**config.mk**
```make
export PLATFORM = sky130hd
export DESIGN_NAME = decimal_adder
export DESIGN_NICKNAME = d
export VERILOG_FILES = /design/src/rtl/bcd_adder_pkg.sv /design/src/rtl/bcd_sum_stage.sv /design/src/rtl/bcd_fix_stage.sv /design/src/rtl/bcd_flag_gen.sv /design/src/rtl/decimal_adder.sv
export SDC_FILE = /design/constraint.sdc
export NUM_CORES = 1
export LEC_CHECK = 0
export ABC_CLOCK_PERIOD_IN_PS = 14280
export BUFFER_PORTS_ARGS = -buffer_cell sky130_fd_sc_hd__buf_2
export CORE_UTILIZATION = 54
export DETAILED_ROUTE_END_ITERATION = 8
export PLACE_DENSITY = 0.92
export SETUP_SLACK_MARGIN = 0.5
export SYNTH_ARGS = -nofsm -noshare
export SYNTH_HDL_FRONTEND = slang
export SYNTH_HIERARCHICAL = 1
export SYNTH_SLANG_ARGS = --single-unit
```
**constraint.sdc**
```tcl
create_clock -name vclk -period 14.28
set_input_delay 1.428 -clock vclk [all_inputs]
set_output_delay 1.428 -clock vclk [all_outputs]
set_load 0.05 [all_outputs]
```
**src/rtl/bcd_adder_pkg.sv**
```systemverilog
package bcd_adder_pkg;

  localparam int NIB_W = 4;
  localparam logic [3:0] DIGIT_MAX = 4'd9;
  localparam logic [3:0] FIX_ADD   = 4'd6;
  localparam logic [3:0] FIX_SUB   = 4'd10;

  // 5-bit sum of two nibbles and a carry
  function automatic logic [4:0] nib_sum(input logic [3:0] x, input logic [3:0] y,
                                         input logic c);
    return {1'b0, x} + {1'b0, y} + {4'b0000, c};
  endfunction

  // carry out of one digit: decimal rule for BCD add, binary otherwise
  function automatic logic digit_carry(input logic [4:0] s, input logic dec_add);
    return dec_add ? (s > {1'b0, DIGIT_MAX}) : s[4];
  endfunction

  // correction added to one digit of the intermediate sum
  function automatic logic [3:0] digit_fix(input logic dec, input logic sub,
                                           input logic carry);
    logic [3:0] f;
    if (!dec)     f = 4'd0;
    else if (sub) f = carry ? 4'd0 : FIX_SUB;
    else          f = carry ? FIX_ADD : 4'd0;
    return f;
  endfunction

  // two's-complement overflow from the sign bits
  function automatic logic signed_ovf(input logic a_top, input logic b_top,
                                      input logic s_top);
    return (a_top == b_top) && (s_top != a_top);
  endfunction

endpackage

```
**src/rtl/bcd_sum_stage.sv**
```systemverilog
module bcd_sum_stage
  import bcd_adder_pkg::*;
#(
  parameter int DIGITS = 2,
  localparam int W = NIB_W * DIGITS
) (
  input  logic [W-1:0]      opa,
  input  logic [W-1:0]      opb,
  input  logic              cin,
  input  logic              sub_en,
  input  logic              dec_en,
  output logic [W-1:0]      sum,
  output logic [DIGITS-1:0] dig_carry,
  output logic              b_top
);

  logic [W-1:0]    b_eff;
  logic [DIGITS:0] chain;
  logic            dec_add;

  assign b_eff    = sub_en ? ~opb : opb;
  assign dec_add  = dec_en & ~sub_en;
  assign chain[0] = cin;
  assign b_top    = b_eff[W-1];

  for (genvar i = 0; i < DIGITS; i++) begin : g_digit
    logic [4:0] ns;
    assign ns = nib_sum(opa[i*NIB_W +: NIB_W], b_eff[i*NIB_W +: NIB_W], chain[i]);
    assign sum[i*NIB_W +: NIB_W] = ns[3:0];
    assign chain[i+1]            = digit_carry(ns, dec_add);
    assign dig_carry[i]          = chain[i+1];
  end

endmodule

```
**src/rtl/bcd_fix_stage.sv**
```systemverilog
module bcd_fix_stage
  import bcd_adder_pkg::*;
#(
  parameter int DIGITS = 2,
  localparam int W = NIB_W * DIGITS
) (
  input  logic [W-1:0]      sum,
  input  logic [DIGITS-1:0] dig_carry,
  input  logic              sub_en,
  input  logic              dec_en,
  output logic [W-1:0]      adj,
  output logic [W-1:0]      result,
  output logic              cout
);

  for (genvar i = 0; i < DIGITS; i++) begin : g_fix
    assign adj[i*NIB_W +: NIB_W]    = digit_fix(dec_en, sub_en, dig_carry[i]);
    // each digit wraps on its own; nothing carries into the next digit
    assign result[i*NIB_W +: NIB_W] = sum[i*NIB_W +: NIB_W] + adj[i*NIB_W +: NIB_W];
  end

  assign cout = dig_carry[DIGITS-1];

endmodule

```
**src/rtl/bcd_flag_gen.sv**
```systemverilog
module bcd_flag_gen
  import bcd_adder_pkg::*;
#(
  parameter int DIGITS = 2,
  parameter bit CORRECT_FLAGS = 1'b1,
  localparam int W = NIB_W * DIGITS
) (
  input  logic [W-1:0] sum,
  input  logic [W-1:0] result,
  input  logic         a_top,
  input  logic         b_top,
  output logic         ovf,
  output logic         neg,
  output logic         zero
);

  logic [W-1:0] basis;

  if (CORRECT_FLAGS) begin : g_corrected
    assign basis = result;
  end else begin : g_raw
    assign basis = sum;
  end

  assign ovf  = signed_ovf(a_top, b_top, sum[W-1]);
  assign neg  = basis[W-1];
  assign zero = ~|basis;

endmodule

```
**src/rtl/decimal_adder.sv**
```systemverilog
module decimal_adder
  import bcd_adder_pkg::*;
#(
  parameter int DIGITS = 2,
  parameter bit CORRECT_FLAGS = 1'b1,
  localparam int W = NIB_W * DIGITS
) (
  input  logic [W-1:0] opa,
  input  logic [W-1:0] opb,
  input  logic         cin,
  input  logic         sub_en,
  input  logic         dec_en,
  output logic [W-1:0] result,
  output logic         cout,
  output logic         ovf,
  output logic         neg,
  output logic         zero
);

  logic [W-1:0]      sum_w;
  logic [DIGITS-1:0] dig_carry_w;
  logic [W-1:0]      adj_w;
  logic              b_top_w;

  bcd_sum_stage #(.DIGITS(DIGITS)) u_sum (
    .opa(opa), .opb(opb), .cin(cin), .sub_en(sub_en), .dec_en(dec_en),
    .sum(sum_w), .dig_carry(dig_carry_w), .b_top(b_top_w)
  );

  bcd_fix_stage #(.DIGITS(DIGITS)) u_fix (
    .sum(sum_w), .dig_carry(dig_carry_w), .sub_en(sub_en), .dec_en(dec_en),
    .adj(adj_w), .result(result), .cout(cout)
  );

  bcd_flag_gen #(.DIGITS(DIGITS), .CORRECT_FLAGS(CORRECT_FLAGS)) u_flag (
    .sum(sum_w), .result(result), .a_top(opa[W-1]), .b_top(b_top_w),
    .ovf(ovf), .neg(neg), .zero(zero)
  );

endmodule

```
## Word-level counts from Yosys, hierarchy flattened

Index checks and enable logic that the tools add are counted.

| operators by class | value |
|---|---|
| magnitude comparators | 2 |
| add/sub/neg operators | 6 |
| muxes and demuxes | 11 |
| bitwise gates (word level) | 3 |
| eq/ne operators | 2 |
| reductions and logical operators | 3 |

Operator list:

| operator | count |
|---|---|
| $mux 4 | 6 |
| $add 4x4->5 | 2 |
| $add 5x1->5 | 2 |
| $gt 5x4->1 const B | 2 |
| $add 4x4->4 | 2 |
| $mux 8 | 1 |
| $not 8->8 | 1 |
| $reduce_or 8->1 | 1 |
| $mux 3 | 2 |
| $mux 1 | 2 |
| $and 1x1->1 | 1 |
| $eq 1x1->1 | 1 |
| $logic_and 1x1->1 | 1 |
| $logic_not 1->1 | 1 |
| $ne 1x1->1 | 1 |
| $not 1->1 | 1 |

| word-level totals | value |
|---|---|
| logic and storage cells | 27 |
| input port bits | 19 |
| flip-flop bits (word level) | 0 |
| output and inout port bits | 12 |

## Longest topological paths before layout

| depth | value |
|---|---|
| depth after elaboration | 15 |
| gate-level depth with buffers | 20 |
| gate-level depth less buffers | 19 |

## Hierarchy

Netlist, hierarchy kept.

Modules (own cells, without submodules):

| module | area each (um2) | cells each | instances |
|---|---|---|---|
| bcd_sum_stage | 440.4 | 53 | 1 |
| bcd_fix_stage | 259.0 | 31 | 1 |
| bcd_flag_gen | 42.5 | 7 | 1 |

## Least setup slack after synthesis

OpenSTA, ideal clock, no wires.

| timing | value |
|---|---|
| path kind | in2out |
| from | input port sub_en |
| to | output port zero |
| setup slack | 5.731 ns |
| stages on the path | 20 |
| arrival | 7.121 ns |
| buffers on the path | 1 |
| path through | buf_2 -> xnor2_1 -> fa_1 -> fa_1 -> xnor2_1 -> o21ba_2 -> a311oi_1 -> fa_1 -> fa_1 -> xnor2_1 -> o21bai_1 -> o311ai_0 -> ha_1 -> nor2b_1 -> ha_1 -> fa_1 -> xnor2_1 -> xnor2_1 -> or4_1 -> nor2_1 |

| on the way | value |
|---|---|
| word-level cells in the longest chain between the ends | 14 |
| elaborated cells between the ends (all ways) | 23 |
| those cells by class | add/sub: 6; order compare: 2; mux: 11; bitwise: 2; reduce/logical: 2 |

RTL lines:

| item | RTL line | text |
|---|---|---|
| from (decl) | decimal_adder.sv:11 | `input logic sub_en,` |
| $mux 8 * | bcd_sum_stage.sv:21 | `assign b_eff = sub_en ? ~opb : opb;` |
| $add 4x4->5 * | bcd_adder_pkg.sv:11 | `return {1'b0, x} + {1'b0, y} + {4'b0000, c};` |
| $add 5x1->5 * | bcd_adder_pkg.sv:11 |  |
| via sum_w[2] | decimal_adder.sv:20 | `logic [W-1:0] sum_w;` |
| $gt 5x4->1 * | bcd_adder_pkg.sv:16 | `return dec_add ? (s > {1'b0, DIGIT_MAX}) : s[4];` |
| $mux 1 * | bcd_adder_pkg.sv:16 |  |
| $add 5x1->5 * | bcd_adder_pkg.sv:11 |  |
| via sum_w[6] | decimal_adder.sv:20 |  |
| (+2 left out) | -- |  |
| via dig_carry_w[1] | decimal_adder.sv:21 | `logic [DIGITS-1:0] dig_carry_w;` |
| $mux 3 / $mux 4 (equally long branches) | bcd_adder_pkg.sv:25, bcd_adder_pkg.sv:24 |  |
| $mux 4 * | bcd_adder_pkg.sv:24 | `else if (sub) f = carry ? 4'd0 : FIX_SUB;` |
| $mux 4 * | bcd_adder_pkg.sv:23 | `if (!dec) f = 4'd0;` |
| via adj_w[5] | decimal_adder.sv:22 | `logic [W-1:0] adj_w;` |
| $add 4x4->4 * | bcd_fix_stage.sv:19 | `assign result[i*NIB_W +: NIB_W] = sum[i*NIB_W +: NIB_W] + adj[i*NIB_W +: NIB_W];` |
| via result[7] | decimal_adder.sv:13 | `output logic [W-1:0] result,` |
| $reduce_or 8->1 * | bcd_flag_gen.sv:27 | `assign zero = ~\|basis;` |
| $logic_not 1->1 * | bcd_flag_gen.sv:27 |  |
| to (decl) | decimal_adder.sv:17 | `output logic zero` |

The timed path passes the listed nets; every way through them passes the cells marked *.

## Worst setup path after layout

| timing | value |
|---|---|
| from | input port sub_en |
| to | output port zero |

| on the way | value |
|---|---|
| word-level cells in the longest chain between the ends | 14 |
| elaborated cells between the ends (all ways) | 23 |
| those cells by class | add/sub: 6; order compare: 2; mux: 11; bitwise: 2; reduce/logical: 2 |

RTL lines:

| item | RTL line |
|---|---|
| $mux 8 * | bcd_sum_stage.sv:21 |
| $add 4x4->5 * | bcd_adder_pkg.sv:11 |
| $add 5x1->5 * | bcd_adder_pkg.sv:11 |
| via sum_w[2] | decimal_adder.sv:20 |
| $gt 5x4->1 * | bcd_adder_pkg.sv:16 |
| $mux 1 * | bcd_adder_pkg.sv:16 |
| $add 5x1->5 * | bcd_adder_pkg.sv:11 |
| via sum_w[6] | decimal_adder.sv:20 |
| $gt 5x4->1 * | bcd_adder_pkg.sv:16 |
| $mux 1 * | bcd_adder_pkg.sv:16 |
| $mux 3 / $mux 4 (equally long branches) | bcd_adder_pkg.sv:25, bcd_adder_pkg.sv:24 |
| $mux 4 * | bcd_adder_pkg.sv:24 |
| $mux 4 * | bcd_adder_pkg.sv:23 |
| via adj_w[5] | decimal_adder.sv:22 |
| $add 4x4->4 * | bcd_fix_stage.sv:19 |
| $reduce_or 8->1 * | bcd_flag_gen.sv:27 |
| $logic_not 1->1 * | bcd_flag_gen.sv:27 |

Marked as above.

==> reports/results.md <==
| Quantity | Value | Unit |
|:---|:---|:---|
| Min setup slack post-route | 5.939 | ns |
| Max-cap violations | 0 | - |
| Number of detailed-route iterations in the first pass | 1 | - |
| Remaining routing DRC violations | 0 | - |
| CP startpoint kind | input port | - |
| Routability congestion estimate from global placement | 0.7717 | - |
| Count of pins over their slew limit | 0 | - |
| Area of placed instances | 857.1 | um^2 |
| Pin count of the biggest net entering global routing | 13 | - |
| Final #Nets | 152 | - |
| Worst setup timing slack at the placement stage | 5.919 | ns |
| ANT cells | 0 | - |
| Die Span Y | 38.50 | um |
| Synthesized Nets | 124 | - |
| Worst-margin pin slew | 0.5816 | ns |
| Final instance area | 857.1 | um^2 |
| Setup total negative slack | 0 | ns |
| Setup crit end kind | output pin | - |
| Total I/O pin count | 31 | - |
| Slew margin rel. | 60.74 | % |
| Fraction of layout instances using a drive strength above 1 | 31.86 | % |
| Post-CTS setup-driven buffer insertion count | 0 | - |
| ANT nets after route | 0 | - |
| Sequential cell area in the final layout | 0 | um^2 |
| Post-CTS Resized | 0 | - |
| Number of endpoints failing setup at the final stage | 0 | - |
| Cell Pwr Density | 126.0 | nW/um^2 |
| Total Die Area | 1482 | um^2 |
| HPWL Detailed | 1.199 | mm |
| Worst Hold Class | in -> out | - |
| Cell family with most CP delay | adder cells | - |
| Synthesized instance count | 87 | - |
| Multi-input gate area | 616.8 | um^2 |
| Horizontal die dimension | 38.50 | um |
| Part of the power in the clock network | 0 | % |
| Initial antenna violation count | 0 | - |
| RSZ-0062 raised after global routing | no | - |
| Count of fill cells added during filler insertion | 99 | - |
| Vias per Instance | 4.906 | - |
| Initial drt markers | 0 | - |
| Per-instance average area after synthesis | 8.269 | um^2 |
| Share of the clock period used by the worst path | 58.41 | % |
| Max Fclk | 119.9 | MHz |
| Count of buffer and inverter cells on the critical path | 2 | - |
| Outcome | finished clean | - |
| Final WL | 1.349 | mm |
| Arrival time reported for the critical path endpoint | 6.91 | ns |
| Number of global-route vias before repair | 579 | - |
| Standard cell with the maximum stage delay on the critical path | sky130_fd_sc_hd__o311ai_0 | - |
| Syn. warnings | 6 | - |
| Crit Path Category | in -> out | - |
| Cts hold-fix bufs | 0 | - |
| Cell Int Power | 31.22 | uW |
| Leakage power total | 0.0004754 | uW |
| Worst IR Drop VDD | 0.07342 | mV |
| Syn-to-layout area delta | 19.13 | % |
| Critical Path, Cell by Cell | buf_2 -> xnor2_1 -> fa_1 -> fa_1 -> xnor2_1 -> o21ba_2 -> a311oi_1 -> fa_1 -> fa_1 -> xnor2_1 -> o21bai_1 -> o311ai_0 -> ha_1 -> nor2b_1 -> ha_1 -> fa_1 -> xnor2_1 -> xnor2_1 -> or4_1 -> nor2_1 -> buf_2 | - |
| Max stage delay on crit path | 0.50 | ns |
| Total overflow reported by the global router | 0 | - |
| Data required time at the worst endpoint | 12.85 | ns |
| Routed length per placed instance | 10.62 | um |
| Final critical delay including setup and external delays | 8.341 | ns |
| Core Area | 1171 | um^2 |
| Clock buffer count in the final layout | 0 | - |
| Maximum fanout encountered on the critical timing path | 12 | - |
| Number of cells on the critical path | 21 | - |
| Global-route total usage across every layer | 20.46 | % |
| Endpoints failing hold | 0 | - |
| Net switching power | 76.80 | uW |
| Post-synthesis instance area | 719.4 | um^2 |
| Count of buffers from port buffering | 31 | - |
| Sequential power share | 0 | % |
| Number of stages on the worst hold path | 4 | - |
| Via Count | 623 | - |
| Switch share | 71.10 | % |
| Wire length of the first global-routing pass | 2.221 | mm |
| Sum of internal, switching and leakage power | 108.0 | uW |
| Initial Util | 61.43 | % |
| FP Rows | 12 | - |
| Number of flip-flops and latches | 0 | - |
| Combinational share of power | 100.0 | % |
[through the flow]
step,utilization [%],hold slack (ns),instances
3_5_place_dp,73.18,3.319,127
3_3_place_gp,73.18,3.281,127
5_1_grt,73.18,3.328,127
6_report,73.18,3.318,127
2_1_floorplan,-,3.214,87
4_1_cts,73.18,3.319,127
[metal layers]
layer  up-vias  track usage (%)  part of all wire (%)
met3         0                0                   3.5
met2        18            41.25                    49
met1       276            25.09                    48
li1        329                -                     -
met5         -                0                     0
met4         0                0                     0
[power groups by stage]
stage          logic, uW  clock network, uW  registers [uW]
4_1_cts              108                  0               0
2_1_floorplan       93.6                  0               0
6_report             108                  0               0
3_5_place_dp         108                  0               0
3_3_place_gp         105                  0               0
5_1_grt              117                  0               0
[worst paths after layout]
path | startpoint | to
max | sub_en | zero
min | opa[7] | ovf
[cells in the final DEF (no fill, tap or decap), drive strengths merged, types with 2 or more instances in the layout]
master   n
inv     18
xnor2    7
and2     4
nor2b    4
nand2    2
fa       6
nand2b   2
ha      12
xor2     7
and3b    2
o21ai    2
buf     31
or4      2
nor2     2
[area by class of cell]
cell class,instances,area share (%)
Multi-Input combinational cell,64,71.97
Timing Repair Buffer,31,18.10
Inverter,18,7.883
Tap cell,14,2.044
(Power assumes the default switching activity.)
